**src/rtl/gpio_irq_pkg.sv**
```systemverilog
package gpio_irq_pkg;
  localparam int ADDR_W      = 8;
  localparam int DATA_W      = 32;
  localparam int MAP_W       = 5;
  localparam int LANES       = 4;
  localparam int LANE_STRIDE = 8;

  localparam logic [ADDR_W-1:0] OFS_EDGE = 8'h14;
  localparam logic [ADDR_W-1:0] OFS_MASK = 8'h18;
  localparam logic [ADDR_W-1:0] OFS_CAP  = 8'h1C;
  localparam logic [ADDR_W-1:0] OFS_MAP0 = 8'h20;

  // lowest bit of the route field for lane k inside a route word
  function automatic int lane_lsb(int lane);
    return (LANES - 1 - lane) * LANE_STRIDE;
  endfunction

  // byte offset of route word w
  function automatic logic [ADDR_W-1:0] map_ofs(int word);
    return ADDR_W'(int'(OFS_MAP0) + 4 * word);
  endfunction

  // capability word: line count - 1, output count - 1, optional regs absent
  function automatic logic [DATA_W-1:0] cap_word(int nlines, int nirq);
    logic [DATA_W-1:0] w;
    w        = '0;
    w[4:0]   = 5'(nlines - 1);
    w[12:8]  = 5'(nirq - 1);
    w[18:16] = 3'b000;
    return w;
  endfunction

  // true when a route field selects output j
  function automatic logic route_hit(logic [MAP_W-1:0] field, int j);
    return int'(field) == j;
  endfunction
endpackage

```
**src/rtl/gpio_in_stage.sv**
```systemverilog
module gpio_in_stage
  #(parameter int NUM_LINES = 32)
  (
  input  logic                 clk,
  input  logic                 rst_n,
  input  logic [NUM_LINES-1:0] pin_i,
  input  logic [NUM_LINES-1:0] edge_sel_i,
  input  logic [NUM_LINES-1:0] mask_i,
  output logic [NUM_LINES-1:0] line_req_o,
  output logic [NUM_LINES-1:0] rise_o
);
  logic [NUM_LINES-1:0] sync1_q, sync2_q, prev_q;
  logic [NUM_LINES-1:0] level_ev;

  always_ff @(posedge clk or negedge rst_n) begin
    if (!rst_n) begin
      sync1_q <= '0;
      sync2_q <= '0;
      prev_q  <= '0;
    end else begin
      sync1_q <= pin_i;
      sync2_q <= sync1_q;
      prev_q  <= sync2_q;
    end
  end

  assign level_ev = sync2_q;
  assign rise_o   = sync2_q & ~prev_q;

  always_comb begin
    for (int i = 0; i < NUM_LINES; i++)
      line_req_o[i] = mask_i[i] & (edge_sel_i[i] ? rise_o[i] : level_ev[i]);
  end

  // a rising-transition event never lasts two cycles
  p_edge_single_r3: assert property (@(posedge clk) disable iff (!rst_n)
    (|rise_o) |=> ((rise_o & $past(rise_o)) == '0));
endmodule

```
**src/rtl/gpio_reg_file.sv**
```systemverilog
module gpio_reg_file
  import gpio_irq_pkg::*;
  #(parameter int NUM_LINES = 32,
    parameter int NUM_IRQ   = 16)
  (
  input  logic                         clk,
  input  logic                         rst_n,
  input  logic                         bus_sel_i,
  input  logic                         bus_wr_i,
  input  logic [ADDR_W-1:0]            bus_addr_i,
  input  logic [DATA_W-1:0]            bus_wdata_i,
  output logic [DATA_W-1:0]            bus_rdata_o,
  output logic [NUM_LINES-1:0]         edge_o,
  output logic [NUM_LINES-1:0]         mask_o,
  output logic [NUM_LINES*MAP_W-1:0]   map_o
);
  localparam int NWORDS = NUM_LINES / LANES;
  localparam logic [DATA_W-1:0] CAP_VAL = cap_word(NUM_LINES, NUM_IRQ);

  logic [NUM_LINES-1:0] edge_q, mask_q;
  logic [MAP_W-1:0]     map_q [NUM_LINES];
  logic                 wr_en, rd_en;
  logic [DATA_W-1:0]    rd_mux;

  assign wr_en = bus_sel_i & bus_wr_i;
  assign rd_en = bus_sel_i & ~bus_wr_i;

  always_ff @(posedge clk or negedge rst_n) begin
    if (!rst_n) begin
      edge_q <= '0;
      mask_q <= '0;
    end else if (wr_en) begin
      if (bus_addr_i == OFS_EDGE) edge_q <= bus_wdata_i[NUM_LINES-1:0];
      if (bus_addr_i == OFS_MASK) mask_q <= bus_wdata_i[NUM_LINES-1:0];
    end
  end

  always_ff @(posedge clk or negedge rst_n) begin
    if (!rst_n) begin
      for (int i = 0; i < NUM_LINES; i++) map_q[i] <= '0;
    end else if (wr_en) begin
      for (int w = 0; w < NWORDS; w++)
        if (bus_addr_i == map_ofs(w))
          for (int k = 0; k < LANES; k++)
            map_q[w*LANES+k] <= bus_wdata_i[lane_lsb(k) +: MAP_W];
    end
  end

  always_comb begin
    rd_mux = '0;
    if (bus_addr_i == OFS_EDGE) rd_mux[NUM_LINES-1:0] = edge_q;
    if (bus_addr_i == OFS_MASK) rd_mux[NUM_LINES-1:0] = mask_q;
    if (bus_addr_i == OFS_CAP)  rd_mux = CAP_VAL;
    for (int w = 0; w < NWORDS; w++)
      if (bus_addr_i == map_ofs(w))
        for (int k = 0; k < LANES; k++)
          rd_mux[lane_lsb(k) +: MAP_W] = map_q[w*LANES+k];
  end

  assign bus_rdata_o = rd_en ? rd_mux : '0;
  assign edge_o      = edge_q;
  assign mask_o      = mask_q;

  always_comb begin
    for (int i = 0; i < NUM_LINES; i++) map_o[i*MAP_W +: MAP_W] = map_q[i];
  end

  // a write to any other offset leaves the trigger-type register alone
  p_edge_hold_r10: assert property (@(posedge clk) disable iff (!rst_n)
    (wr_en && bus_addr_i != OFS_EDGE) |=> $stable(edge_q));

  // a write to any other offset leaves the enable register alone
  p_mask_hold_r10: assert property (@(posedge clk) disable iff (!rst_n)
    (wr_en && bus_addr_i != OFS_MASK) |=> $stable(mask_q));
endmodule

```
**src/rtl/gpio_irq_route.sv**
```systemverilog
module gpio_irq_route
  import gpio_irq_pkg::*;
  #(parameter int NUM_LINES = 32,
    parameter int NUM_IRQ   = 16)
  (
  input  logic                       clk,
  input  logic                       rst_n,
  input  logic [NUM_LINES-1:0]       line_req_i,
  input  logic [NUM_LINES*MAP_W-1:0] map_i,
  output logic [NUM_IRQ-1:0]         irq_o
);
  logic [NUM_IRQ-1:0] irq_next, irq_q;

  // route values >= NUM_IRQ match no output and are dropped
  always_comb begin
    irq_next = '0;
    for (int j = 0; j < NUM_IRQ; j++)
      for (int i = 0; i < NUM_LINES; i++)
        if (line_req_i[i] && route_hit(map_i[i*MAP_W +: MAP_W], j))
          irq_next[j] = 1'b1;
  end

  always_ff @(posedge clk or negedge rst_n) begin
    if (!rst_n) irq_q <= '0;
    else        irq_q <= irq_next;
  end

  assign irq_o = irq_q;

  // an active output always has an active line behind it
  p_irq_has_source_r5: assert property (@(posedge clk) disable iff (!rst_n)
    (|irq_o) |-> $past(|line_req_i));
endmodule

```
**src/rtl/gpio_irq_router.sv**
```systemverilog
module gpio_irq_router
  import gpio_irq_pkg::*;
  #(parameter int NUM_LINES = 32,
    parameter int NUM_IRQ   = 16)
  (
  input  logic                 clk,
  input  logic                 rst_n,
  input  logic                 bus_sel_i,
  input  logic                 bus_wr_i,
  input  logic [7:0]           bus_addr_i,
  input  logic [31:0]          bus_wdata_i,
  output logic [31:0]          bus_rdata_o,
  input  logic [NUM_LINES-1:0] pin_i,
  output logic [NUM_IRQ-1:0]   irq_o
);
  logic [NUM_LINES-1:0]       edge_sel, mask, line_req, rise_ev;
  logic [NUM_LINES*MAP_W-1:0] map_flat;

  gpio_reg_file #(.NUM_LINES(NUM_LINES), .NUM_IRQ(NUM_IRQ)) u_regs (
    .clk(clk), .rst_n(rst_n),
    .bus_sel_i(bus_sel_i), .bus_wr_i(bus_wr_i), .bus_addr_i(bus_addr_i),
    .bus_wdata_i(bus_wdata_i), .bus_rdata_o(bus_rdata_o),
    .edge_o(edge_sel), .mask_o(mask), .map_o(map_flat)
  );

  gpio_in_stage #(.NUM_LINES(NUM_LINES)) u_in (
    .clk(clk), .rst_n(rst_n), .pin_i(pin_i),
    .edge_sel_i(edge_sel), .mask_i(mask),
    .line_req_o(line_req), .rise_o(rise_ev)
  );

  gpio_irq_route #(.NUM_LINES(NUM_LINES), .NUM_IRQ(NUM_IRQ)) u_route (
    .clk(clk), .rst_n(rst_n), .line_req_i(line_req),
    .map_i(map_flat), .irq_o(irq_o)
  );

  // with every enable bit clear no line requests anything
  p_mask_gate_r4: assert property (@(posedge clk) disable iff (!rst_n)
    (mask == '0) |-> (line_req == '0));
endmodule

```
**config.mk**
```make
export PLATFORM = sky130hd
export DESIGN_NAME = gpio_irq_router
export DESIGN_NICKNAME = d
export VERILOG_FILES = /design/src/rtl/gpio_irq_pkg.sv /design/src/rtl/gpio_in_stage.sv /design/src/rtl/gpio_reg_file.sv /design/src/rtl/gpio_irq_route.sv /design/src/rtl/gpio_irq_router.sv
export SDC_FILE = /design/constraint.sdc
export NUM_CORES = 1
export LEC_CHECK = 0
export ABC_AREA = 1
export ABC_CLOCK_PERIOD_IN_PS = 1300
export BUFFER_PORTS_ARGS = -buffer_cell sky130_fd_sc_hd__buf_2
export CAP_MARGIN = 20
export CORE_MARGIN = 2
export CORE_UTILIZATION = 40
export DETAILED_ROUTE_END_ITERATION = 8
export PLACE_DENSITY = 0.67
export SETUP_SLACK_MARGIN = 0.15
export SLEW_MARGIN = 20
export SYNTH_ARGS = -nofsm -noshare
export SYNTH_HDL_FRONTEND = slang
export SYNTH_HIERARCHICAL = 1
export SYNTH_SLANG_ARGS = --single-unit
```
**constraint.sdc**
```tcl
create_clock -name clk -period 1.3 [get_ports clk]
set_input_delay 0 -clock clk [delete_from_list [all_inputs] [get_ports clk]]
set_output_delay 0 -clock clk [all_outputs]
set_load 0.1 [all_outputs]
```
# After elaboration in Yosys (flattened, before gate mapping)
# Index checks and enable logic that the tools add are counted.
[word_totals]
register_bits = 336
inputBits = 76
out_inout_bits = 48
wordCells = 1700
[classes]
eq_ne = 491
n_mux = 580
bitwise_logic = 37
n_reduce_logical = 554
[ops]
columns = ["op", "count"]
rows = [
  ["5-bit == test, second input constant", 256],
  ["5-bit by 4-bit == test with 1-bit output, second input constant", 128],
  ["1-bit 2-to-1 mux", 544],
  ["1-bit logical AND", 512],
  ["5-bit by 3-bit == test with 1-bit output, second input constant", 64],
  ["5-bit by 2-bit == test with 1-bit output, second input constant", 32],
  ["5-bit logical NOT", 32],
  ["5-bit 2-to-1 mux", 32],
  ["32-bit 2-to-1 mux", 4],
  ["8-bit by 6-bit == test with 1-bit output, second input constant", 8],
  ["1-bit bitwise AND", 34],
  ["32-bit bitwise AND", 1],
  ["32-bit inverter", 1],
  ["8-bit by 5-bit == test with 1-bit output, second input constant", 3],
  ["2-bit AND reduction", 10],
  ["1-bit inverter", 1],
]

# Longest topological paths before layout
# Gate-level depths: netlist (run 1).
[depth]
word_depth = 37
ltp_mapped = 14
ltp_nobuf = 13

# Cells and area by module
# The synthesis (run 1) kept the hierarchy.
[modules_own_cells]
columns = ["mod", "n_inst", "cells_each", "area_per_inst_um2"]
rows = [
  ["gpio_reg_file", 1, 1261, 10343.7],
  ["gpio_irq_route", 1, 1665, 6705.2],
  ["gpio_in_stage", 1, 288, 3123.0],
]

# Least setup slack after synthesis (run 1)
# OpenSTA, ideal clock, no wires.
[synth_path]
path_type = "input-to-output"
startpoint = "input port bus_addr_i[1]"
endpoint = "output port bus_rdata_o[16]"
arrival_time_ns = 2.348
slack_ns = -1.048
stages = 12
path_buffers = 1
path_cell_list = "nor2_1 nand2_1 inv_2 nand2_4 buf_6 nor2_2 nor2_1 nand4_1 nand2_1 nand2_1 nand2_1 a21oi_1"
[synth_between]
elab_chain_len = 13
elab_cells_between_ends = 23
classes_between = "11 x eq/ne; 12 x mux"
[synth_rtl]
columns = ["item", "line_no", "source"]
rows = [
  ["start: declaration", "gpio_irq_router.sv:10", "input logic [7:0] bus_addr_i,"],
  ["8-bit by 5-bit == test with 1-bit output", "gpio_reg_file.sv:51", "if (bus_addr_i == OFS_EDGE) rd_mux[NUM_LINES-1:0] = edge_q;"],
  ["32-bit 2-to-1 mux", "gpio_reg_file.sv:51", ""],
  ["32-bit 2-to-1 mux", "gpio_reg_file.sv:52", "if (bus_addr_i == OFS_MASK) rd_mux[NUM_LINES-1:0] = mask_q;"],
  ["32-bit 2-to-1 mux", "gpio_reg_file.sv:53", "if (bus_addr_i == OFS_CAP) rd_mux = CAP_VAL;"],
  ["5-bit 2-to-1 mux (7 in series)", "gpio_reg_file.sv:55", "if (bus_addr_i == map_ofs(w))"],
  ["5-bit 2-to-1 mux (*)", "gpio_reg_file.sv:55", ""],
  ["32-bit 2-to-1 mux (*)", "gpio_reg_file.sv:60", "assign bus_rdata_o = rd_en ? rd_mux : '0;"],
  ["end: declaration", "gpio_irq_router.sv:12", "output logic [31:0] bus_rdata_o,"],
]
# Every way passes the cells marked *; elsewhere a longest branch is shown, timed or not.

# Worst setup path in the final report (run 1)
[layout_path]
startpoint = "register u_regs.mask_q[0], in the netlist u_regs/mask_o[0]"
endpoint = "output port bus_rdata_o[0]"
[layout_between]
elab_chain_len = 11
[layout_rtl]
columns = ["item", "line_no", "source"]
rows = [
  ["start: declaration", "gpio_reg_file.sv:20", "logic [NUM_LINES-1:0] edge_q, mask_q;"],
  ["start signal: assignment", "gpio_reg_file.sv:34", "if (bus_addr_i == OFS_MASK) mask_q <= bus_wdata_i[NUM_LINES-1:0];"],
  ["32-bit 2-to-1 mux", "gpio_reg_file.sv:52", ""],
  ["32-bit 2-to-1 mux", "gpio_reg_file.sv:53", ""],
  ["5-bit 2-to-1 mux (8 in series)", "gpio_reg_file.sv:55", ""],
  ["32-bit 2-to-1 mux", "gpio_reg_file.sv:60", ""],
]
# Every way passes these cells.

==> results_dict.tcl, run 1 <==
set metrics [dict create \
    r2r_slack_ns -0.52 \
    cp-end-kind "output port" \
    grt_pass1_wl_um 121000 \
    port_buffers 123 \
    drive_above_1_share 0.287 \
    syn-num-nets 3226 \
    worst_hold_path_type "in -> reg" \
    grt_use_total 0.310 \
    worst_pin_slew_ns 0.785 \
    critical_path_buf_inv_count 3 \
    stdcell_count 4435 \
    clk_latency_ns 0.58 \
    place_congestion 0.973 \
    skew_ns 0.0439 \
    whs_endpoint "u_in/sync1_q[12]$_DFF_PN0_" \
    clk_path_buf_depth 3 \
    route.antenna.remaining_nets 0 \
    slew_violations 0 \
    die_h_um 227 \
    critPathLaunchType "flip-flop" \
    reg2regPathDepth 14 \
    arrival_ns 2.11 \
    crit_type "reg -> out" \
    cts_tree "yes" \
    power_density_nw_per_um2 842 \
    ioPinCount 124 \
    r2r-start "u_regs/mask_o[19]$_DFFE_PN0P_" \
    route.detailed.drc 0 \
    worstHoldPathCells 2 \
    htree_levels 2 \
    min_period_ns 2.11 \
    clockRootBuffer "clkbuf_16" \
    num_rows 81 \
    dr.first_iter.drc_count 2374 \
    seqCellArea_um2 8430 \
    worstReg2RegEnd "u_route/irq_o[0]$_DFF_PN0_" \
    overflow 0 \
    drtPass1Iterations 6 \
    dieArea_um2 51600 \
    rsz0062_at_grt "true" \
    hold_viol_final 0 \
    wl_per_cell_um 18.4 \
    core_area_um2 49100 \
    finalSetupViolCount 48 \
    antenna_found_initial 0 \
    period_share 1.62 \
    syn_to_final_growth_pct 48.7 \
    fmax_ghz 0.474 \
    syn_area_um2 19900 \
    cts.sinks 336 \
    status "finished with violations" \
    grt_pass1_vias 21000 \
    fin_tns_setup_ns -24.33 \
    dp_hpwl_um 59000 \
    crit_chain "buf_6 -> nand3_4 -> nand3_2 -> nand2_1 -> nand4_1 -> nor2_1 -> nand3_1 -> nand2_2 -> clkinvlp_4 -> buf_12" \
    syn_avg_cell_area_um2 6.33 \
    grt_max_degree 77 \
    critPathTopFamily "simple AND/OR/NAND/NOR gates" \
    relSlewSlack 0.475 \
    die_w_um 227 \
    syn_inst 3150 \
    cp.required_ns 1.30 \
    violations "setup timing" \
    nFillCells 4305 \
    start_util 0.406 \
    viasPerCell 5.08 \
    crit_path_top_delay_cell "dfrtp_1" \
    leakage_nw 15.5 \
    fin_ws_ns -0.809 \
    cts_buffers 40 \
    multi_input_area_um2 11500 \
    place_inst 4233 \
    hold_start "pin_i[12]" \
    num_vias 22500 \
    crit_path_max_incr_delay_ns 0.40 \
    finalWirelength_um 81400 \
    synth-warning-count 6 \
    crit_fanout 2 \
    path_clk_slew_ns 0.06 \
    maxCapViolCount 0 \
    peakVddDrop_v 0.00116 \
    nNetsFinal 3818 \
]
worst max-delay path by stage:
stage                                             end  slack, ns  depth (start not counted)                          start
final                                  bus_rdata_o[0]      -0.81                         10   u_regs/mask_o[0]$_DFFE_PN0P_
after global placement    u_route/irq_o[14]$_DFF_PN0_      -0.55                         14  u_regs/edge_o[26]$_DFFE_PN0P_
after CTS                              bus_rdata_o[1]      -0.81                         10   u_regs/edge_o[1]$_DFFE_PN0P_
after floorplan                       bus_rdata_o[16]      -0.16                         12                  bus_addr_i[7]
after global routing                   bus_rdata_o[0]      -0.89                         10   u_regs/mask_o[0]$_DFFE_PN0P_
after detailed placement              bus_rdata_o[11]      -0.56                         14                  bus_addr_i[1]
power breakdown:
| group | internal, mW | switching [mW] | leakage, nW | total, mW |
|---|---|---|---|---|
| registers | 10.8 | 0.309 | 4.43 | 11.1 |
| clock network | 6.72 | 4.75 | 0.652 | 11.5 |
| logic | 0.959 | 1.41 | 10.4 | 2.37 |
| total | 18.5 | 6.47 | 15.5 | 25.0 |
flip-flops by register name, indices dropped and copies added, names as in the netlist:
| register | flops |
|---|---|
| u_regs/map_o | 160 |
| u_in/level_ev | 32 |
| u_in/prev_q | 32 |
| u_in/sync1_q | 32 |
| u_regs/edge_o | 32 |
| u_regs/mask_o | 32 |
| u_route/irq_o | 16 |
placed cells by master (no fill, tap or decap), types with 2 or more instances in the layout:
cell / instances
a21oi_1: 21
a21oi_2: 3
a21oi_4: 16
buf_12: 80
buf_2: 69
buf_4: 313
buf_6: 85
buf_8: 4
bufinv_16: 3
clkbuf_1: 7
clkbuf_16: 42
clkbuf_8: 7
clkinv_2: 8
clkinvlp_4: 18
dfrtp_1: 322
dfrtp_2: 14
dlygate4sd3_1: 66
inv_1: 322
inv_16: 2
inv_2: 16
inv_4: 5
inv_6: 2
nand2_1: 1275
nand2_2: 114
nand2_4: 44
nand2_8: 3
nand3_1: 64
nand3_2: 46
nand3_4: 8
nand3b_1: 2
nand4_1: 20
nor2_1: 328
nor2_2: 104
nor2_4: 63
nor2_8: 3
o21ai_0: 203
o21ai_1: 41
or2_0: 18
or2_2: 3
what timing repair did:
action | CTS | global route
resized for setup | 283 | 245
pin swaps | 110 | 161
hold buffers | 66 | 1
cloned | 1 | 2
hold endpoints to repair | 577 | 15
setup endpoints to repair | 64 | 76
buffers inserted | 36 | 26
area by class of cell:
| type | instances | share of cell area |
|---|---|---|
| Sequential cell | 336 | 0.284 |
| Multi-Input combinational cell | 2382 | 0.389 |
| Tap cell | 664 | 0.0280 |
| Antenna cell | 1 | 0.0000844 |
| Clock inverter | 16 | 0.00701 |
| Timing Repair Buffer | 620 | 0.204 |
| Inverter | 362 | 0.0493 |
| Clock buffer | 54 | 0.0379 |
per-stage QoR:
stage	area (um2)	hold WS, ns	worst slack (ns)	util	total power [mW]
2_1_floorplan	20600	-0.296	-0.163	-	12.0
3_3_place_gp	25300	-0.127	-0.554	0.516	13.1
3_5_place_dp	25300	-0.125	-0.562	0.516	13.2
4_1_cts	28600	0.0345	-0.814	0.582	24.9
5_1_grt	29600	0.0564	-0.893	0.604	25.8
6_report	29600	0.0646	-0.809	0.604	25.0
routing by layer:
metal	wire, um	vias up	track usage
met5	0	-	0
met4	3750	0	0.121
met3	6180	217	0.0431
met2	37700	1012	0.507
met1	33900	10500	0.417
li1	-	10800	-
Power figures use the tool's default switching activity.
==> run 2: changes to the inputs <==
--- a/config.mk
+++ b/config.mk
@@ -6,15 +6,14 @@
 export NUM_CORES = 1
 export LEC_CHECK = 0
 export ABC_AREA = 1
-export ABC_CLOCK_PERIOD_IN_PS = 1300
+export ABC_CLOCK_PERIOD_IN_PS = 2400
 export BUFFER_PORTS_ARGS = -buffer_cell sky130_fd_sc_hd__buf_2
-export CAP_MARGIN = 20
+export CAP_MARGIN = 5
 export CORE_MARGIN = 2
 export CORE_UTILIZATION = 40
 export DETAILED_ROUTE_END_ITERATION = 8
-export PLACE_DENSITY = 0.67
+export PLACE_DENSITY = 0.64
 export SETUP_SLACK_MARGIN = 0.15
-export SLEW_MARGIN = 20
 export SYNTH_ARGS = -nofsm -noshare
 export SYNTH_HDL_FRONTEND = slang
 export SYNTH_HIERARCHICAL = 1
==> constraint.sdc (replaced) <==
create_clock -name clk -period 2.4 [get_ports clk]
set_input_delay 0 -clock clk [delete_from_list [all_inputs] [get_ports clk]]
set_output_delay 0 -clock clk [all_outputs]
set_load 0.1 [all_outputs]
==> run 2 against run 1 <==
  * The flow now finishes without violations
  * Via count is 10% lower
  * Critical path depth is 2 lower
  * Utilization is 12 points lower
  * Worst setup slack better by 1.1 ns
  * Clock-buffer cell count is 5 lower
  * Critical path type unchanged
  * Largest cell class unchanged
==> results_dict.tcl, run 2 (same netlist as run 1, synthesis figures left out) <==
set metrics [dict create \
    combPwrFrac 0.067 \
    holdWs_ns 0.0430 \
    arrival_ns 2.14 \
    maxCapViolCount 0 \
    drtPass1Iterations 6 \
    grt_pass1_wl_um 110000 \
    status "finished clean" \
    power_density_nw_per_um2 539 \
    hold_viol_final 0 \
    clk_latency_ns 0.56 \
    critPathLaunchType "flip-flop" \
    largest_reg_flops 160 \
    place_inst 3906 \
    clock_power_share 0.462 \
    die_w_um 227 \
    nFillCells 5053 \
    pre_cts_ws_ns 0.419 \
    min_period_ns 2.14 \
    finalWirelength_um 73300 \
    cts.sinks 336 \
    fmax_ghz 0.467 \
    cts_buffers 38 \
    num_rows 81 \
    power_switching_mw 3.23 \
    total_power_mw 12.8 \
    antenna_found_initial 0 \
    cts_tree "yes" \
    nNetsFinal 3425 \
    ioPinCount 124 \
    route.antenna.remaining_nets 0 \
    p_sw_frac 0.251 \
    rsz0062_at_grt "true" \
    seqPwrFrac 0.470 \
    dieArea_um2 51600 \
    num_antenna_cells 0 \
    relSlewSlack 0.459 \
    cp.required_ns 2.40 \
    dp_hpwl_um 56200 \
    crit_fanout 6 \
    cp-end-kind "output port" \
    place_congestion 1.04 \
    peakVddDrop_v 0.000506 \
    port_buffers 123 \
    post_cts_buffers 0 \
    grt_use_total 0.287 \
    slew_violations 0 \
    num_vias 20200 \
    worst_hold_path_type "in -> reg" \
    die_h_um 227 \
    clockRootBuffer "clkbuf_16" \
    grt_pass1_vias 18300 \
    intPower_mw 9.61 \
    stdcell_count 4038 \
    start_util 0.406 \
    drive_above_1_share 0.0880 \
    path_clk_slew_ns 0.06 \
    period_share 0.892 \
    final_common_cell "nand2_1" \
    leakage_nw 12.6 \
    final_cell_mix "nand2_1 (1,424), nor2_1 (475), inv_1 (345)" \
    wl_per_cell_um 18.1 \
    skew_ns 0.0183 \
    finalSetupViolCount 0 \
    crit_type "reg -> out" \
    syn_to_final_growth_pct 19.6 \
    dr.first_iter.drc_count 2165 \
    core_area_um2 49100 \
    fin_tns_setup_ns 0 \
    overflow 0 \
    clk_path_buf_depth 3 \
    route.detailed.drc 0 \
    fin_ws_ns 0.258 \
    viasPerCell 5.00 \
    htree_levels 2 \
    worst_pin_slew_ns 0.808 \
    grt_max_degree 77 \
]
## run 2: cell count changes in the layout (fill, tap and decap cells not counted), sizes merged
cell	change
clkinv	-1
clkinvlp	-16
diode	-1
inv	+16
buf	-389
clkbuf	-7
bufinv	+1
## run 2: worst max-delay path, stage by stage (launching register included)
cell and delay (ns):
dfrtp_1 0.48, or2_0 0.25, nand2_1 0.07, nand4_1 0.07, nor2_1 0.20, nand3_1 0.12
nand2_2 0.14, inv_1 0.09, buf_12 0.17
## run 2: power groups by stage
stage / clock network, mW / logic (mW) / registers, mW
global placement: 0 / 0.766 / 6.13
CTS: 6.01 / 0.859 / 6.03
finish: 5.94 / 0.866 / 6.04
global route: 6.25 / 0.969 / 6.06
detailed placement: 0 / 0.770 / 6.14
floorplan: 0 / 0.358 / 6.12
## run 2: layer usage
metal / vias up / track usage / share of wire
met1: 9182 / 0.412 / 0.44
li1: 9941 / - / -
met2: 940 / 0.426 / 0.42
met3: 135 / 0.0555 / 0.094
met4: 0 / 0.116 / 0.044
met5: - / 0 / 0
## run 2: repair_timing
action / CTS / global route
hold buffers: 67 / 0
endpoints found under the setup margin: 0 / 2
gates resized for setup: 0 / 2
hold endpoints to repair: 587 / 0
## run 2: layout make-up
| cell class | instances | area [um2] | area share |
|---|---|---|---|
| Inverter | 362 | 1360 | 0.0571 |
| Tap cell | 664 | 831 | 0.0349 |
| Clock buffer | 49 | 1030 | 0.0433 |
| Clock inverter | 16 | 221 | 0.00929 |
| Sequential cell | 336 | 8410 | 0.353 |
| Multi-Input combinational cell | 2382 | 9850 | 0.413 |
| Timing Repair Buffer | 229 | 2130 | 0.0894 |
## run 2: through the flow
step,utilization,instance area (um2)
final,0.486,23800
after global routing,0.486,23800
after CTS,0.486,23800
after detailed placement,0.446,21900
after global placement,0.446,21900
after floorplan,-,20000
## run 2: final timing paths
| path | start | end | cells past startpoint | slack (ns) |
|---|---|---|---|---|
| worst max-delay path | u_regs/map_o[12]$_DFFE_PN0P_ | bus_rdata_o[10] | 8 | 0.26 |
| worst min-delay path | bus_sel_i | u_regs/map_o[4]$_DFFE_PN0P_ | 5 | 0.04 |
| worst max register to register | u_regs/edge_o[1]$_DFFE_PN0P_ | u_route/irq_o[10]$_DFF_PN0_ | 11 | 0.48 |
| worst min register to register | u_in/sync1_q[7]$_DFF_PN0_ | u_in/level_ev[7]$_DFF_PN0_ | 0 | 0.34 |
| max in group asynchronous | rst_n | u_regs/map_o[142]$_DFFE_PN0P_ | 4 | 1.21 |
| min in group asynchronous | rst_n | u_regs/edge_o[8]$_DFFE_PN0P_ | 3 | 0.47 |
